### config.mk
export PLATFORM = sky130hd
export DESIGN_NAME = uart_irq_router
export DESIGN_NICKNAME = d
export VERILOG_FILES = /design/src/rtl/uart_irq_router.sv
export SDC_FILE = /design/constraint.sdc
export NUM_CORES = 1
export LEC_CHECK = 0
export BUFFER_PORTS_ARGS = -buffer_cell sky130_fd_sc_hd__buf_2
export CAP_MARGIN = 20
export CORE_MARGIN = 4
export CORE_UTILIZATION = 43
export CTS_CLUSTER_DIAMETER = 150
export DETAILED_ROUTE_END_ITERATION = 16
export PLACE_DENSITY = 0.73
export SLEW_MARGIN = 25
export SYNTH_ARGS = -nofsm -noshare
export SYNTH_HDL_FRONTEND = slang
export SYNTH_SLANG_ARGS = --single-unit
### constraint.sdc
create_clock -name clk -period 1.1 [get_ports clk]
set_input_delay 0 -clock clk [delete_from_list [all_inputs] [get_ports clk]]
set_output_delay 0 -clock clk [all_outputs]
set_load 0.01 [all_outputs]
### src/rtl/uart_irq_router.sv
module uart_irq_router #(
  parameter int NSRC   = 11,
  parameter int ADDR_W = 3
) (
  input  logic              clk,
  input  logic              rst_n,
  input  logic              reg_wr,
  input  logic [ADDR_W-1:0] reg_addr,
  input  logic [NSRC-1:0]   reg_wdata,
  output logic [NSRC-1:0]   reg_rdata,
  input  logic [NSRC-1:0]   src_set,
  output logic              irq_any,
  output logic              irq_rx,
  output logic              irq_tx,
  output logic              irq_rxto,
  output logic              irq_modem,
  output logic              irq_err
);
  localparam logic [ADDR_W-1:0] A_DATA = 0;
  localparam logic [ADDR_W-1:0] A_MASK = 1;
  localparam logic [ADDR_W-1:0] A_RAW  = 2;
  localparam logic [ADDR_W-1:0] A_MSK  = 3;
  localparam logic [ADDR_W-1:0] A_CLR  = 4;
  localparam int B_RX = 4;
  localparam int B_TX = 5;
  localparam int B_RT = 6;
  localparam int MS_LO = 0, MS_HI = 3;
  localparam int ER_LO = 7, ER_HI = 10;

  logic [NSRC-1:0] raw_q, mask_q, raw_nx, mask_nx, mskd_nx, clr_bits, tx_bit;

  assign clr_bits = (reg_wr && reg_addr == A_CLR) ? reg_wdata : '0;
  assign tx_bit   = (reg_wr && reg_addr == A_DATA) ? NSRC'(1) << B_TX : '0;
  assign raw_nx   = (raw_q & ~clr_bits) | src_set | tx_bit;
  assign mask_nx  = (reg_wr && reg_addr == A_MASK) ? reg_wdata : mask_q;
  assign mskd_nx  = raw_nx & mask_nx;

  always_ff @(posedge clk) begin
    if (!rst_n) begin
      raw_q     <= '0;
      mask_q    <= '0;
      irq_any   <= 1'b0;
      irq_rx    <= 1'b0;
      irq_tx    <= 1'b0;
      irq_rxto  <= 1'b0;
      irq_modem <= 1'b0;
      irq_err   <= 1'b0;
    end else begin
      raw_q     <= raw_nx;
      mask_q    <= mask_nx;
      irq_any   <= |mskd_nx;
      irq_rx    <= mskd_nx[B_RX];
      irq_tx    <= mskd_nx[B_TX];
      irq_rxto  <= mskd_nx[B_RT];
      irq_modem <= |mskd_nx[MS_HI:MS_LO];
      irq_err   <= |mskd_nx[ER_HI:ER_LO];
    end
  end

  always_comb begin
    case (reg_addr)
      A_MASK:  reg_rdata = mask_q;
      A_RAW:   reg_rdata = raw_q;
      A_MSK:   reg_rdata = raw_q & mask_q;
      default: reg_rdata = '0;
    endcase
  end
endmodule


**Word-level counts from Yosys, hierarchy flattened**

Cells that the tools add are included.

- Bits in registers: 28
- Input bits: 28
- Word-level logic and storage cells: 29

- Equality and inequality tests: 4
- Mux-type cells: 4
- Bitwise logic cells: 6
- Reduce and logical (&&, ||, !) cells: 7

Operator list:

| cell | number |
|---|---|
| $and 11x11->11 | 3 |
| $pmux 11 s3 | 1 |
| $mux 11 | 2 |
| $not 11->11 | 1 |
| $or 11x11->11 | 1 |
| $or 11x6->11 | 1 |
| $reduce_or 11->1 | 1 |
| $reduce_or 4->1 | 2 |
| $eq 3x2->1 const B | 2 |
| $mux 6 | 1 |
| $eq 3x1->1 const B | 1 |
| $eq 3x3->1 const B | 1 |
| $logic_and 1x1->1 | 3 |
| $logic_not 3->1 | 1 |

**Longest topological paths before layout**

- Word-level depth: 9
- Gate-level depth with buffers: 6
- Mapped depth without buffers: 5

**Least setup slack after synthesis**

No wires, ideal clock.

- Path type: in2reg
- Start: in reg_addr[1]
- End: reg irq_any
- Arrival time: 1.006 ns
- Setup slack: -0.031 ns
- Stages: 6
- Path through: and4bb_4 -> buf_12 -> mux2i_1 -> o22ai_1 -> nor2_1 -> a31oi_1

- Cells in the longest elaborated chain, start to end: 9
- Elaborated cells on any way between the ends: 15
- Those cells by class: eq/ne: 2; mux: 3; bitwise: 5; reduce/logical: 5

Ends and longest elaborated chain:

| element | RTL line | source |
|---|---|---|
| start: declaration | 8 | `input logic [ADDR_W-1:0] reg_addr,` |
| $eq 3x3->1 | 32 | `assign clr_bits = (reg_wr && reg_addr == A_CLR) ? reg_wdata : '0;` |
| $logic_and 1x1->1 | 32 |  |
| $mux 11 | 32 |  |
| $not 11->11 | 34 | `assign raw_nx = (raw_q & ~clr_bits) \| src_set \| tx_bit;` |
| $and 11x11->11 | 34 |  |
| $or 11x11->11 | 34 |  |
| $or 11x6->11 | 34 |  |
| $and 11x11->11 (*) | 36 | `assign mskd_nx = raw_nx & mask_nx;` |
| $reduce_or 11->1 (*) | 51 | `irq_any <= \|mskd_nx;` |
| end signal: assignment | 51 |  |
| end: declaration | 12 | `output logic irq_any,` |

Mark *: on every way between the ends. The rest lies on a longest branch, timed or not.
A chain may end at the register's enable or synchronous reset.

**Worst setup path after layout**

- Start: reg raw_q[5]
- End: out reg_rdata[5]

- Cells in the longest elaborated chain, start to end: 2

Ends and longest elaborated chain:

| element | RTL line | source |
|---|---|---|
| start: declaration | 30 | `logic [NSRC-1:0] raw_q, mask_q, raw_nx, mask_nx, mskd_nx, clr_bits, tx_bit;` |
| start signal: assignment | 49 | `raw_q <= raw_nx;` |
| $and 11x11->11 | 64 | `A_MSK: reg_rdata = raw_q & mask_q;` |
| $pmux 11 s3 (*) | 61 | `case (reg_addr)` |
| end: declaration | 10 | `output logic [NSRC-1:0] reg_rdata,` |

Marks and branches as above.

==> metrics.cfg <==
[power]
power_frac_comb = 0.199
p_clk_frac = 0.306
seq_power_share = 0.495
switchingPower_uw = 554.5
p_sw_frac = 0.2506
cell_internal_pwr_mw = 1.659
post-layout-total-power_mw = 2.213
pwr_density_cell_nw_per_um2 = 1163
irDropWorstVdd_mv = 1.047
total_leakage_power_nw = 0.8233

[floorplanning]
chipWidth_um = 61.89
die_area_um2 = 3830
core_area_um2 = 2758
initial_core_util = 0.4528
placement_rows = 19
io-pin-count = 45
die_y_um = 61.89

[placed_design]
port_buffers = 44
postPlaceCellArea_um2 = 1623
dpl.hpwl_mm = 2.476
gp_congestion = 0.8199
place.detailed.instances = 235

[synth]
synth_fp_nets = 174
post_synth_edffs = 0
post_synth_main_area_contributors = sky130_fd_sc_hd__dfxtp_1, sky130_fd_sc_hd__nor2_1, sky130_fd_sc_hd__a221oi_1, sky130_fd_sc_hd__mux2i_1, sky130_fd_sc_hd__inv_1
ys_top_cells_by_count = sky130_fd_sc_hd__nor2_1, sky130_fd_sc_hd__dfxtp_1, sky130_fd_sc_hd__inv_1, sky130_fd_sc_hd__a221oi_1, sky130_fd_sc_hd__o22ai_1
netlist.top_cell.by_area = sky130_fd_sc_hd__dfxtp_1
postSynthCellCount = 146
yosysTopAreaCellShare = 0.4489
synth.most_common_cell = sky130_fd_sc_hd__nor2_1
synth-async-reset-ratio = 0
mean_cell_area_of_the_mapped_netlist_um2 = 8.553
yosysSeqAreaShare = 0.4489
post_synth_instance_area_um2 = 1249
netlist-cell-type-count = 21
ys.warnings.count = 0
yosys_most_used_dff = sky130_fd_sc_hd__dfxtp_1
ys_ff_latch = 28

[clocking]
ctsLongestPathBuffers = 2
clk_transition_reported_paths_ps = 160
tritoncts = yes
postCtsSetupBuffers = 0
cts_num_sinks = 28
clk_root_buffer_cell = sky130_fd_sc_hd__clkbuf_4
ctsHtreeMaxLevel = 1
cts_inserted_buffers = 3
clk_latency_ps = 330

[timing]
post-route-period-util = 1.046
layout_min_cycle_time_ps = 1151
worst_clock_skew_ps = 10.34
maximum_clock_frequency_ghz = 0.8690
rsz_0062_raised_after_global_routing = yes
finalMaxSlewViolations = 0
worst_margin_slew_ps = 465.7
setup_viol = 10
setup_ws_ps = -50.75
final-hold-violation-count = 0
final.hold.worst_slack_ps = 6.210
slew_headroom = 0.6891

[layout]
n_antenna_cell = 0
area_growth_syn_to_layout_pct = 52.41
nNetsFinal = 247
layout-drive-gt1-share = 0.5505
final-instance-count-excl-fill = 249
post-route-cell-area_um2 = 1903

[critical_path]
startpoint_type = flop
critical_path_top_delay_cell = sky130_fd_sc_hd__dfxtp_2
r2r-start = raw_q[5]$_SDFF_PN0_
critical_setup_path_class = reg -> out
cell_class_contributing_the_biggest_share_of_worst_path_delay = flip-flops
reg2reg_setup_slack_ps = -50
rr_worst_depth = 4
max_fo_critical_path = 2
sum_of_buffers_and_inverters_on_the_critical_path = 2
critPathCaptureType = output port
critical_path.reg2reg.endpoint = irq_any$_SDFF_PN0_
crit_path_max_incr_delay_ps = 370
worstPathArrival_ps = 1150
required_ps = 1100
timing.critical_path.depth = 3
crit_path_cell_trace = inv_1 > a221oi_2 > buf_2

[status]
result_of_the_run = finished, violations left
violations = negative setup slack

[routing]
detail_route.first_pass.iterations = 4
antenna_violating_nets_left = 0
detailedRoute.firstIterationViolations = 32
residual_drc = 0
dr_total_vias = 1284
postRouteWirelength_mm = 3.645
route.detailed.wl_per_inst_um = 14.64
routed_via_density = 5.157

[worst_hold_path]
whs_endpoint = raw_q[6]$_SDFF_PN0_
whs_path_depth = 4
hold_start = src_set[6]
hold_class = in -> reg

[global_route]
global_route.overflow_total = 0
global_route_wire_length_before_repair_mm = 5.816
combined_global_route_utilization_of_all_metal_layers = 0.2031
first_global_vias = 1396
grt_max_degree = 29
antenna_violations_before_repair = 0

[flow_run]
reported_max_cap_violation_count = 0

## sequential cells by signal, indices dropped and copies added (netlist names)
register,flops
irq_any,1
irq_err,1
irq_modem,1
irq_rx,1
irq_rxto,1
irq_tx,1
mask_q,11
raw_q,11
## worst max-delay path by stage
stage / endpoint / slack [ps] / from
2_1_floorplan: irq_any$_SDFF_PN0_ / -20 / reg_addr[2]
3_3_place_gp: irq_any$_SDFF_PN0_ / -230 / reg_addr[2]
3_5_place_dp: irq_any$_SDFF_PN0_ / -310 / reg_addr[2]
4_1_cts: irq_any$_SDFF_PN0_ / -50 / raw_q[5]$_SDFF_PN0_
5_1_grt: reg_rdata[5] / -130 / raw_q[5]$_SDFF_PN0_
6_report: reg_rdata[5] / -50 / raw_q[5]$_SDFF_PN0_
## power by group through the flow
stage | registers (mW) | clock network, mW | logic (mW)
finish | 1.10 | 0.678 | 0.440
detailed placement | 1.11 | 0 | 0.361
global route | 1.10 | 0.730 | 0.482
floorplan | 1.11 | 0 | 0.173
global placement | 1.11 | 0 | 0.348
CTS | 1.09 | 0.686 | 0.421
## cell type report
| cell class | instances | area (µm²) |
|---|---|---|
| Clock buffer | 3 | 22.52 |
| Clock inverter | 1 | 30.03 |
| Multi-Input combinational cell | 88 | 665.6 |
| Sequential cell | 28 | 581.8 |
| Fill cell | 227 | 854.6 |
| Timing Repair Buffer | 75 | 478.0 |
| Inverter | 23 | 86.33 |
| Tap cell | 31 | 38.79 |
## placed cells by master, fill, tap and decap left out
cell	instances
sky130_fd_sc_hd__or2_1	1
sky130_fd_sc_hd__and4bb_4	1
sky130_fd_sc_hd__a21oi_1	4
sky130_fd_sc_hd__and4bb_2	1
sky130_fd_sc_hd__nand4bb_1	2
sky130_fd_sc_hd__buf_4	21
sky130_fd_sc_hd__nor2_1	28
sky130_fd_sc_hd__inv_2	13
sky130_fd_sc_hd__nor3_1	3
sky130_fd_sc_hd__nor2b_1	1
sky130_fd_sc_hd__dfxtp_1	11
sky130_fd_sc_hd__mux2i_2	1
sky130_fd_sc_hd__a221oi_2	12
sky130_fd_sc_hd__clkbuf_4	3
sky130_fd_sc_hd__inv_1	10
sky130_fd_sc_hd__o22ai_1	8
sky130_fd_sc_hd__buf_2	44
sky130_fd_sc_hd__o22ai_2	4
sky130_fd_sc_hd__mux2i_1	8
sky130_fd_sc_hd__nand2_1	2
sky130_fd_sc_hd__nand2b_1	8
sky130_fd_sc_hd__a31oi_1	1
sky130_fd_sc_hd__dfxtp_2	17
sky130_fd_sc_hd__o221a_1	1
sky130_fd_sc_hd__or2_2	1
sky130_fd_sc_hd__bufinv_16	1
sky130_fd_sc_hd__dlygate4sd3_1	10
sky130_fd_sc_hd__nor2_2	1
## timing repair
action | 4_1_cts | 5_1_grt
endpoints found under the hold margin | 10 | 0
gates cloned | 0 | 0
pin swaps | 10 | 1
hold buffers | 10 | 0
endpoints found under the setup margin | 12 | 13
gates resized for setup | 34 | 13
## kinds of logic after synthesis
family / Yosys count / synth area share
buf+inv: 30 / 0.1032
compound gates: 30 / 0.1743
simple gates: 49 / 0.2014
flops: 28 / 0.4489
mux: 9 / 0.07215
## stage by stage
step / setup WS, ps / TNS [ps] / util
floorplan: -23.45 / -23.45 / -
global placement: -227.8 / -935.8 / 0.5885
detailed placement: -311.9 / -1367 / 0.5885
CTS: -50.87 / -273.1 / 0.6765
global route: -125.8 / -1121 / 0.6901
finish: -50.75 / -295.2 / 0.6901
## layer usage
| metal | share of wire | wire length (µm) | track usage | vias up |
|---|---|---|---|---|
| met2 | 0.52 | 1907 | 0.3617 | 39 |
| met5 | 0 | 0 | 0 | - |
| li1 | - | - | - | 648 |
| met3 | 0.055 | 201 | 0.03719 | 6 |
| met4 | 0.013 | 46 | 0.1000 | 0 |
| met1 | 0.41 | 1490 | 0.2314 | 591 |
## worst register-to-register path: cells and delay by family, from the launching register on
| kind | cells | cell delay [ps] |
|---|---|---|
| AND/OR/NAND/NOR | 1 | 160 |
| AO/OA/AOI/OAI | 3 | 530 |
| flip-flops | 1 | 360 |
Note: power is estimated with default switching activity, not from simulation.
